[src/rtl/csr_dbuf_pkg.sv]
package csr_dbuf_pkg;

  // Strobes from control to datapath, one set per cycle
  typedef struct packed {
    logic bufWr;    // merge write data into the shadow
    logic liveWr;   // merge write data straight into the live register
    logic commit;   // copy shadow (plus same-cycle write) to live
    logic snapCap;  // freeze the hardware value
    logic rdEn;     // load read data this cycle
    logic rdLive;   // read from hardware value instead of snapshot
    logic idxOk;    // index within range
  } csrStrobes_t;

endpackage

[src/rtl/csr_dbuf_ctrl.sv]
module csr_dbuf_ctrl
  import csr_dbuf_pkg::*;
#(
  parameter int NSUB      = 2,
  parameter int IDX_W     = 1,
  parameter bit WBUF_EN   = 1'b1,
  parameter bit RBUF_EN   = 1'b1,
  parameter bit WTRIG_EXT = 1'b0,
  parameter bit RTRIG_EXT = 1'b0
) (
  input  logic              clk,
  input  logic              rstN,
  input  logic              cpuReq,
  input  logic              cpuWrite,
  input  logic [IDX_W-1:0]  cpuIdx,
  input  logic              wTrig,
  input  logic              rTrig,
  output csrStrobes_t       stb
);

  localparam logic [IDX_W:0]   SUB_CNT = (IDX_W+1)'(NSUB);
  localparam logic [IDX_W-1:0] TOP_IDX = IDX_W'(NSUB - 1);

  logic idxOk, wrHit, rdHit, isTop, isBottom;

  assign idxOk    = {1'b0, cpuIdx} < SUB_CNT;
  assign wrHit    = cpuReq && cpuWrite && idxOk;
  assign rdHit    = cpuReq && !cpuWrite;
  assign isTop    = cpuIdx == TOP_IDX;
  assign isBottom = cpuIdx == '0;

  always_comb begin
    stb         = '0;
    stb.idxOk   = idxOk;
    stb.bufWr   = WBUF_EN && wrHit;
    stb.liveWr  = !WBUF_EN && wrHit;
    stb.commit  = WBUF_EN && (WTRIG_EXT ? wTrig : (wrHit && isTop));
    stb.snapCap = RBUF_EN && (RTRIG_EXT ? rTrig : (rdHit && isBottom));
    stb.rdEn    = rdHit;
    stb.rdLive  = !RBUF_EN || (!RTRIG_EXT && isBottom);
  end


  idx_range_chk: assert property (@(posedge clk) disable iff (!rstN)
    (cpuReq && cpuWrite && ({1'b0, cpuIdx} >= SUB_CNT)) |-> !(stb.bufWr || stb.liveWr));


  wr_path_chk: assert property (@(posedge clk) disable iff (!rstN)
    $onehot0({stb.bufWr, stb.liveWr}));

  generate
    if (WBUF_EN && !WTRIG_EXT) begin : gIntCommitChk

      int_commit_chk: assert property (@(posedge clk) disable iff (!rstN)
        stb.commit |-> (cpuReq && cpuWrite && isTop));
    end
    if (RBUF_EN && RTRIG_EXT) begin : gExtSnapChk

      ext_read_src_chk: assert property (@(posedge clk) disable iff (!rstN)
        stb.rdEn |-> !stb.rdLive);
    end
  endgenerate

endmodule

[src/rtl/csr_dbuf_dpath.sv]
module csr_dbuf_dpath
  import csr_dbuf_pkg::*;
#(
  parameter int               REG_W     = 64,
  parameter int               ACC_W     = 32,
  parameter int               NSUB      = 2,
  parameter int               IDX_W     = 1,
  parameter int               STRB_W    = 4,
  parameter bit               WBUF_EN   = 1'b1,
  parameter bit               RBUF_EN   = 1'b1,
  parameter logic [REG_W-1:0] RESET_VAL = '0
) (
  input  logic               clk,
  input  logic               rstN,
  input  csrStrobes_t        stb,
  input  logic [IDX_W-1:0]   cpuIdx,
  input  logic [ACC_W-1:0]   cpuWdata,
  input  logic [STRB_W-1:0]  cpuStrb,
  input  logic [REG_W-1:0]   hwValue,
  output logic [ACC_W-1:0]   cpuRdata,
  output logic [REG_W-1:0]   regOut
);

  logic [REG_W-1:0] liveQ, bufQ, snapQ, wrMerged, rdSrc;
  logic [IDX_W-1:0] idxC;

  function automatic logic [REG_W-1:0] mergeSub(
    input logic [REG_W-1:0]  base,
    input logic [IDX_W-1:0]  idx,
    input logic [ACC_W-1:0]  data,
    input logic [STRB_W-1:0] strb
  );
    logic [REG_W-1:0] res;
    res = base;
    for (int b = 0; b < STRB_W; b++) begin
      if (strb[b]) res[int'(idx)*ACC_W + b*8 +: 8] = data[b*8 +: 8];
    end
    return res;
  endfunction

  function automatic logic [ACC_W-1:0] pickSub(
    input logic [REG_W-1:0] v,
    input logic [IDX_W-1:0] idx
  );
    return v[int'(idx)*ACC_W +: ACC_W];
  endfunction

  // Out-of-range indices are clipped; strobes already block their effect
  assign idxC     = stb.idxOk ? cpuIdx : '0;
  assign wrMerged = mergeSub(bufQ, idxC, cpuWdata, cpuStrb);

  // Live register
  always_ff @(posedge clk or negedge rstN) begin
    if (!rstN)               liveQ <= RESET_VAL;
    else if (stb.commit)     liveQ <= stb.bufWr ? wrMerged : bufQ;
    else if (stb.liveWr)     liveQ <= wrMerged;
  end
  assign regOut = liveQ;

  generate
    if (WBUF_EN) begin : gShadow
      always_ff @(posedge clk or negedge rstN) begin
        if (!rstN)          bufQ <= RESET_VAL;
        else if (stb.bufWr) bufQ <= wrMerged;
      end

      commit_match_chk: assert property (@(posedge clk) disable iff (!rstN)
        stb.commit |=> (liveQ == bufQ));
    end else begin : gNoShadow
      assign bufQ = liveQ;
    end

    if (RBUF_EN) begin : gSnap
      always_ff @(posedge clk or negedge rstN) begin
        if (!rstN)            snapQ <= RESET_VAL;
        else if (stb.snapCap) snapQ <= hwValue;
      end

      snap_hold_chk: assert property (@(posedge clk) disable iff (!rstN)
        !stb.snapCap |=> $stable(snapQ));

      snap_capture_chk: assert property (@(posedge clk) disable iff (!rstN)
        stb.snapCap |=> (snapQ == $past(hwValue)));
    end else begin : gNoSnap
      assign snapQ = hwValue;
    end
  endgenerate

  assign rdSrc = stb.rdLive ? hwValue : snapQ;

  always_ff @(posedge clk or negedge rstN) begin
    if (!rstN)         cpuRdata <= '0;
    else if (stb.rdEn) cpuRdata <= stb.idxOk ? pickSub(rdSrc, idxC) : '0;
  end


  live_hold_chk: assert property (@(posedge clk) disable iff (!rstN)
    !(stb.commit || stb.liveWr) |=> $stable(liveQ));


  rdata_hold_chk: assert property (@(posedge clk) disable iff (!rstN)
    !stb.rdEn |=> $stable(cpuRdata));

endmodule

[src/rtl/wide_csr_dbuf.sv]
module wide_csr_dbuf
  import csr_dbuf_pkg::*;
#(
  parameter int               REG_W     = 64,
  parameter int               ACC_W     = 32,
  parameter bit               WBUF_EN   = 1'b1,
  parameter bit               RBUF_EN   = 1'b1,
  parameter bit               WTRIG_EXT = 1'b0,
  parameter bit               RTRIG_EXT = 1'b0,
  parameter logic [REG_W-1:0] RESET_VAL = '0,
  localparam int              NSUB      = REG_W / ACC_W,
  localparam int              IDX_W     = (NSUB > 1) ? $clog2(NSUB) : 1,
  localparam int              STRB_W    = ACC_W / 8
) (
  input  logic               clk,
  input  logic               rstN,
  input  logic               cpuReq,
  input  logic               cpuWrite,
  input  logic [IDX_W-1:0]   cpuIdx,
  input  logic [ACC_W-1:0]   cpuWdata,
  input  logic [STRB_W-1:0]  cpuStrb,
  output logic [ACC_W-1:0]   cpuRdata,
  input  logic [REG_W-1:0]   hwValue,
  input  logic               wTrig,
  input  logic               rTrig,
  output logic [REG_W-1:0]   regOut
);

  csrStrobes_t stb;

  csr_dbuf_ctrl #(
    .NSUB(NSUB), .IDX_W(IDX_W), .WBUF_EN(WBUF_EN), .RBUF_EN(RBUF_EN),
    .WTRIG_EXT(WTRIG_EXT), .RTRIG_EXT(RTRIG_EXT)
  ) u_ctrl (
    .clk(clk), .rstN(rstN), .cpuReq(cpuReq), .cpuWrite(cpuWrite),
    .cpuIdx(cpuIdx), .wTrig(wTrig), .rTrig(rTrig), .stb(stb)
  );

  csr_dbuf_dpath #(
    .REG_W(REG_W), .ACC_W(ACC_W), .NSUB(NSUB), .IDX_W(IDX_W), .STRB_W(STRB_W),
    .WBUF_EN(WBUF_EN), .RBUF_EN(RBUF_EN), .RESET_VAL(RESET_VAL)
  ) u_dpath (
    .clk(clk), .rstN(rstN), .stb(stb), .cpuIdx(cpuIdx), .cpuWdata(cpuWdata),
    .cpuStrb(cpuStrb), .hwValue(hwValue), .cpuRdata(cpuRdata), .regOut(regOut)
  );

endmodule

[config.mk]
export PLATFORM = sky130hd
export DESIGN_NAME = wide_csr_dbuf
export DESIGN_NICKNAME = d
export VERILOG_FILES = /design/src/rtl/csr_dbuf_pkg.sv /design/src/rtl/csr_dbuf_ctrl.sv /design/src/rtl/csr_dbuf_dpath.sv /design/src/rtl/wide_csr_dbuf.sv
export SDC_FILE = /design/constraint.sdc
export NUM_CORES = 1
export LEC_CHECK = 0
export ABC_AREA = 1
export BUFFER_PORTS_ARGS = -buffer_cell sky130_fd_sc_hd__clkbuf_2
export CAP_MARGIN = 0
export CORE_UTILIZATION = 62
export CTS_CLUSTER_DIAMETER = 100
export DETAILED_ROUTE_END_ITERATION = 10
export GPL_TIMING_DRIVEN = 0
export PLACE_DENSITY = 0.91
export SYNTH_ARGS = -nofsm -noshare
export SYNTH_HDL_FRONTEND = slang
export SYNTH_HIERARCHICAL = 1
export SYNTH_SLANG_ARGS = --single-unit
[constraint.sdc]
create_clock -name clk -period 1.5 [get_ports clk]
set_input_delay 0.15 -clock clk [delete_from_list [all_inputs] [get_ports clk]]
set_output_delay 0.15 -clock clk [all_outputs]
set_load 0.02 [all_outputs]
==> results of run 1 <==
[flip-flops by register name, summed over array words and instances, names as in the netlist]
register,count
u_dpath/bufQ,64
u_dpath/regOut,64
u_dpath/snapQ,64
u_dpath/cpuRdata,32
[per-layer routing]
metal / GRT usage [%] / vias up / part of all wire (%) / routed length (um)
met5: 0 / - / 0.032 / 14
met2: 68.83 / 1205 / 45 / 19960
li1: - / 5866 / - / -
met3: 15.16 / 345 / 13 / 5909
met4: 28.05 / 2 / 8.0 / 3504
met1: 48.86 / 6203 / 33 / 14680
[repair_timing]
action / 4_1_cts / 5_1_grt
setup buffers: 0 / 0
hold buffers: 66 / 0
endpoints found under the setup margin: 0 / 64
endpoints found under the hold margin: 180 / 0
resized for setup: 0 / 25
[worst register-to-register path, cell delays in order, from the launching register on]
cell     delay [ns]
dfrtp_1        0.39
nand2_1        0.09
nand3_1        0.20
nand3_1        0.18
o21ai_0        0.15
[power by group through the flow]
stage	sequential, W	clock [W]	combinational (W)
final	0.00784	0.00693	0.00492
after global routing	0.00792	0.00717	0.00536
after floorplan	0.00822	0	0.00250
after global placement	0.00777	0	0.00422
after detailed placement	0.00782	0	0.00439
after CTS	0.00774	0.00689	0.00459
[stage by stage]
step | instances | hold WS, ns | setup TNS, ns | instance area, um^2
finish | 2220 | 0.04964 | 0 | 15430
global route | 2219 | 0.08700 | 0 | 15430
CTS | 2217 | 0.03327 | 0 | 15370
detailed placement | 2110 | -0.03958 | -43.76 | 13790
global placement | 2108 | 0.3982 | -967.95 | 13730
floorplan | 1647 | -0.1456 | 0 | 12420
[worst paths after layout]
path                                              endpoint  depth (start not counted)  slack, ns                           from
setup / recovery           u_dpath/cpuRdata[3]$_DFFE_PN0P_                          9       0.02                         cpuIdx
hold / removal               u_dpath/regOut[4]$_DFFE_PN0P_                          5       0.05                    cpuWdata[4]
setup reg to reg           u_dpath/cpuRdata[3]$_DFFE_PN0P_                          4       0.32   u_dpath/snapQ[3]$_DFFE_PN0P_
hold reg to reg              u_dpath/snapQ[15]$_DFFE_PN0P_                          1       0.51  u_dpath/snapQ[15]$_DFFE_PN0P_
max in group asynchronous    u_dpath/snapQ[15]$_DFFE_PN0P_                          4       0.39                           rstN
min in group asynchronous  u_dpath/cpuRdata[3]$_DFFE_PN0P_                          3       0.30                           rstN
[cells in the final DEF (no fill, tap or decap), drive strengths merged, types with 4 or more instances in the layout]
cell type    synthesis  layout
o21ai               32      32
inv                201     201
dlygate4sd3          0      66
nand2              520     520
clkbuf              35     266
buf                 81      81
nand4               64      64
bufinv               0       6
nand3              356     356
dfrtp              224     224
nor2                 4       4
and2                64      64
mux2                64      64
[cell families (layout without fill, tap and decap cells)]
kind of cell / Yosys count / after routing / share of synthesized area [%]
DFF: 224 / 224 / 45.15
AOI/OAI and AO/OA: 32 / 32 / 1.290
other: 2 / 4 / 0.06049
and+or+nand+nor: 1008 / 1008 / 36.92
buffers and inverters: 317 / 623 / 10.77
muxes: 64 / 64 / 5.805
[layout make-up]
class	instances	share of cell area, %
well taps	265	2.148
repair buffers	265	11.21
multi-input cells	1106	35.58
diodes	2	0.03243
flip-flops and latches	224	36.32
inverters	201	4.888
clock inverters	9	1.281
clock buffers	32	4.677
plain buffers	116	3.867
==> reports/metrics.yaml, run 1 <==
p_per_area_nw_per_um2: 1275
yosysTopAreaCell: "dfrtp_1"
via_per_inst: 6.136
synth_edf_count: 0
seqCellArea_um2: 5605
switching_share_pct: 32.34
wl_per_cell_um: 19.85
row_count: 51
cp_common_cell: "nand3_1"
io_pins: 203
multi_input_area_um2: 5492
worstSetupPathType: "input port to flip-flop"
max-cap-violations: 0
path_cells: "clkbuf_2 > inv_1 > buf_4 > inv_2 > clkbuf_1 > nand2_1 > nand3_1 > nand3_1 > o21ai_0"
cp-end-kind: "flip-flop"
synth_cell_types: 18
async_flop_share_pct: 100.0
drc: 0
crit_arrival_ns: 1.89
hold_viol: 0
critPathMaxStageDelay_ns: 0.40
clk_path_buf_depth: 3
wl_mm: 44.07
worst-path-max-fanout: 10
p_total_w: 0.01968
status: "finished clean"
synthCells: 1647
avgSynthCellArea_um2: 7.538
clock_sinks: 224
synth_flop_cell: "dfrtp_1"
path_clk_slew_ns: 0.07
cts_root_buffer: "clkbuf_16"
dp.final_hpwl_mm: 25.99
fin_util_pct: 79.05
antenna_found_initial: 4
yosys_warnings: 6
rsz0062_at_grt: "false"
switching_power_w: 0.006365
cts_inserted_buffers: 24
layout-drive-gt1-share_pct: 20.07
finish.net_count: 2045
die_x_um: 143.5
io_buffers: 196
fp.dieH_um: 143.5
internal_power_w: 0.01332
yosysMostFrequentCell: "nand2_1"
slew_violations: 0
post-place-ws_ns: -0.4664
tightest_slew_ns: 0.8953
initial_core_util_pct: 63.58
cellLeakagePower_nw: 8.114
drt_pre_antenna_iters: 7
final.min_clock_period_ns: 1.483
grt_pass1_vias: 13260
max_freq_mhz: 674.3
slew_headroom_pct: 40.31
setup_ws_ns: 0.01689
drt_iter0_drc: 1931
cts_tree: "built"
cts_htree_levels: 1
nFillCells: 1230
fin_skew_ns: 0.01133
seqPwrFrac_pct: 39.8
dr_total_vias: 13620
detail-route-antenna-nets: 0
ys_ff_latch: 224
ir_drop_uv: 949.4
areaGrowthSynthToFinish_pct: 24.32
overflow: 0
ys_top_cells_by_area: "dfrtp_1 45%, nand2_1 16%, nand3_1 14%"
post-route-period-util_pct: 98.87
dieArea_um2: 20600
crit_path_top_delay_cell: "clkbuf_1"
grt_first_pass_wirelength_mm: 67.64
grtUsageTotal_pct: 43.01
grt_max_degree: 114
clock_latency_ns: 0.53
synth.top_cell.area_share_pct: 45.15
hp-class: "input port to flip-flop"
clkPwrFrac_pct: 35.2
setup-violations-final: 0
seq_area_frac_synth_pct: 45.15
pwr-share-comb_pct: 25.0
start_kind: "input port"
synthesis.area_um2: 12420
path_delay_family: "buffers and inverters"
synth_commonest_cells: "516 x nand2_1, 356 x nand3_1, 224 x dfrtp_1"
syn_nets: 1754
core-area_um2: 19530
gp_congestion: 0.9818
path_buf_inv: 5
required_ns: 1.90
Power figures use the tool's default switching activity.
==> inputs of run 2 (changes only) <==
--- a/config.mk
+++ b/config.mk
@@ -8,11 +8,12 @@
 export ABC_AREA = 1
 export BUFFER_PORTS_ARGS = -buffer_cell sky130_fd_sc_hd__clkbuf_2
 export CAP_MARGIN = 0
-export CORE_UTILIZATION = 62
+export CORE_UTILIZATION = 64
+export CTS_BUF_LIST = sky130_fd_sc_hd__clkbuf_8
 export CTS_CLUSTER_DIAMETER = 100
 export DETAILED_ROUTE_END_ITERATION = 10
 export GPL_TIMING_DRIVEN = 0
-export PLACE_DENSITY = 0.91
+export PLACE_DENSITY = 0.93
 export SYNTH_ARGS = -nofsm -noshare
 export SYNTH_HDL_FRONTEND = slang
 export SYNTH_HIERARCHICAL = 1
==> run 2 against run 1 <==
Compared with the run above:
- global-route usage increased by 1.3 points
- critical path depth increased by 1
- routed wire length increased by 0.77%
- sequential share of layout area increased by 0.65 points
- flip-flop and latch count unchanged
- sequential power about the same
- critical path type unchanged
==> reports/metrics.yaml, run 2 (same netlist as run 1, synthesis figures left out) <==
clock_latency_ns: 0.55  # +0.02 ns
critPathMaxStageDelay_ns: 0.46  # +0.06 ns
p_per_area_nw_per_um2: 1188  # -6.9%
io_pins: 203  # unchanged
tightest_slew_ns: 0.8836  # -0.01172 ns
worst-path-max-fanout: 10  # unchanged
fin_util_pct: 80.52  # +1.5 points
overflow: 0  # unchanged
hp-class: "input port to flip-flop"
antenna_found_initial: 2  # -2
pwr-share-comb_pct: 27.3  # +2.3 points
cts_htree_levels: 2  # +1
wl_per_cell_um: 19.84  # about the same
cp-end-kind: "flip-flop"
path_cells: "clkbuf_2 > inv_1 > nand2_1 > inv_1 > buf_4 > nand2_1 > inv_1 > buf_1 > nand3_1 > o21ai_0"
clock_sinks: 224  # unchanged
gp_congestion: 0.9478  # -3.5%
dr_total_vias: 13760  # +1.0%
setup_ws_ns: 0.03046  # +0.01357 ns
start_kind: "input port"
crit_path_top_delay_cell: "buf_1"
layout-drive-gt1-share_pct: 19.59  # -0.48 points
setup-violations-final: 0  # unchanged
max-cap-violations: 0  # unchanged
rsz0062_at_grt: "false"
die_x_um: 141.3  # -1.6%
cts_root_buffer: "clkbuf_8"
grt_first_pass_wirelength_mm: 68.17  # +0.79%
cp_common_cell: "inv_1"
areaGrowthSynthToFinish_pct: 22.13
worstSetupPathType: "input port to flip-flop"
finish.net_count: 2056  # +0.54%
detail-route-antenna-nets: 0  # unchanged
drt_iter0_drc: 2091  # +8.3%
fin_skew_ns: 0.01684  # +0.005516 ns
grt_max_degree: 90  # -21%
slew_violations: 0  # unchanged
dieArea_um2: 19960  # -3.1%
fp.dieH_um: 141.3  # -1.6%
layout_common_cells: "516 x nand2_1, 356 x nand3_1, 224 x dfrtp_1"
slew_headroom_pct: 41.09  # +0.78 points
cts_tree: "built"
ir_drop_uv: 695.4  # -27%
wl_mm: 44.41  # +0.77%
via_per_inst: 6.149  # +0.22%
cts_inserted_buffers: 37  # +54%
cellLeakagePower_nw: 8.047  # -0.83%
path_clk_slew_ns: 0.08  # about the same
clk_path_buf_depth: 3  # unchanged
drt_pre_antenna_iters: 7  # unchanged
seqPwrFrac_pct: 43.7  # +3.9 points
hold_path_depth: 4  # -1
grt_pass1_vias: 13410  # +1.1%
crit_arrival_ns: 1.84  # -0.05 ns
required_ns: 1.87  # -0.03 ns
internal_power_w: 0.01168  # -12%
max_freq_mhz: 680.5  # +0.92%
post-place-ws_ns: -0.3491  # +0.1173 ns
layout_commonest_cell: "nand2_1"
row_count: 50  # -2.0%
final.min_clock_period_ns: 1.470  # -0.01357 ns
status: "finished clean"
dp.final_hpwl_mm: 26.05  # +0.20%
switching_share_pct: 35.17  # +2.8 points
post-route-period-util_pct: 97.97  # -0.90 points
io_buffers: 196  # unchanged
switching_power_w: 0.006334  # -0.50%
r2r_cells: 2  # -2
hold_viol: 0  # unchanged
grtUsageTotal_pct: 44.31  # +1.3 points
clkPwrFrac_pct: 29.1  # -6.1 points
initial_core_util_pct: 65.93  # +2.3 points
drc: 0  # unchanged
core-area_um2: 18830  # -3.6%
postCtsSetupBuffers: 0  # unchanged
p_total_w: 0.01801  # -8.5%
run 2: changes by cell type in the layout (fill, tap and decap cells not counted), sizes merged:
cell	delta
bufinv	-6
dlygate4sd3	-1
clkinv	-2
clkbuf	+10
buf	+3
diode	+1
inv	+18
run 2: power by group through the flow:
| stage | registers, W | logic [W] | clock network [W] |
|---|---|---|---|
| 2_1_floorplan | 0.00822 | 0.00250 | 0 |
| 3_3_place_gp | 0.00778 | 0.00421 | 0 |
| 3_5_place_dp | 0.00784 | 0.00440 | 0 |
| 4_1_cts | 0.00775 | 0.00458 | 0.00523 |
| 5_1_grt | 0.00793 | 0.00528 | 0.00554 |
| 6_report | 0.00786 | 0.00491 | 0.00524 |
run 2: layout make-up:
class                      count  area (um^2)
sequential                   224         5605
multi-input combinational   1106         5473
fill                        1105         3667
timing repair buffer         263         1702
inverter                     201        754.5
clock buffer                  46        633.1
buffer                       116        588.1
tap                          260        325.3
clock inverter                19        75.07
antenna                        3        7.507
run 2: critical path: cells and delay by family:
kind | cells | cell delay (ns)
buf+inv | 6 | 1.06
simple gates | 3 | 0.33
compound gates | 1 | 0.30
run 2: through the flow:
step,instance area [um^2],TNS (ns),std cells,hold slack [ns]
after floorplan,12420,0,1647,-0.1456
final,15160,0,2238,0.02845
after detailed placement,13790,-38.28,2105,0.1790
after global routing,15160,0,2236,0.04265
after global placement,13720,-958.02,2103,0.4009
after CTS,15140,0,2235,0.01850
run 2: worst paths after layout:
path | start | endpoint | slack, ns
hold reg to reg | u_dpath/snapQ[17]$_DFFE_PN0P_ | u_dpath/snapQ[17]$_DFFE_PN0P_ | 0.51
setup / recovery | cpuWrite | u_dpath/cpuRdata[11]$_DFFE_PN0P_ | 0.03
max in group asynchronous | rstN | u_dpath/bufQ[20]$_DFF_PN0_ | 0.26
min in group asynchronous | rstN | u_dpath/snapQ[37]$_DFFE_PN0P_ | 0.12
setup reg to reg | u_dpath/cpuRdata[11]$_DFFE_PN0P_ | u_dpath/cpuRdata[11]$_DFFE_PN0P_ | 0.18
hold / removal | cpuWdata[0] | u_dpath/bufQ[0]$_DFF_PN0_ | 0.03
run 2: repair_timing:
action | in CTS | in global routing
endpoints found under the hold margin | 146 | 0
resized for setup | 0 | 10
hold buffers | 65 | 0
endpoints found under the setup margin | 0 | 63
run 2: per-layer routing:
| metal | GRT usage [%] | share of wire (%) | wire (um) | vias to the layer above |
|---|---|---|---|---|
| met2 | 71.05 | 45 | 19960 | 1293 |
| met4 | 30.84 | 8.1 | 3616 | 0 |
| li1 | - | - | - | 5884 |
| met5 | 0 | 0 | 0 | - |
| met1 | 51.65 | 33 | 14700 | 6209 |
| met3 | 12.69 | 14 | 6134 | 376 |
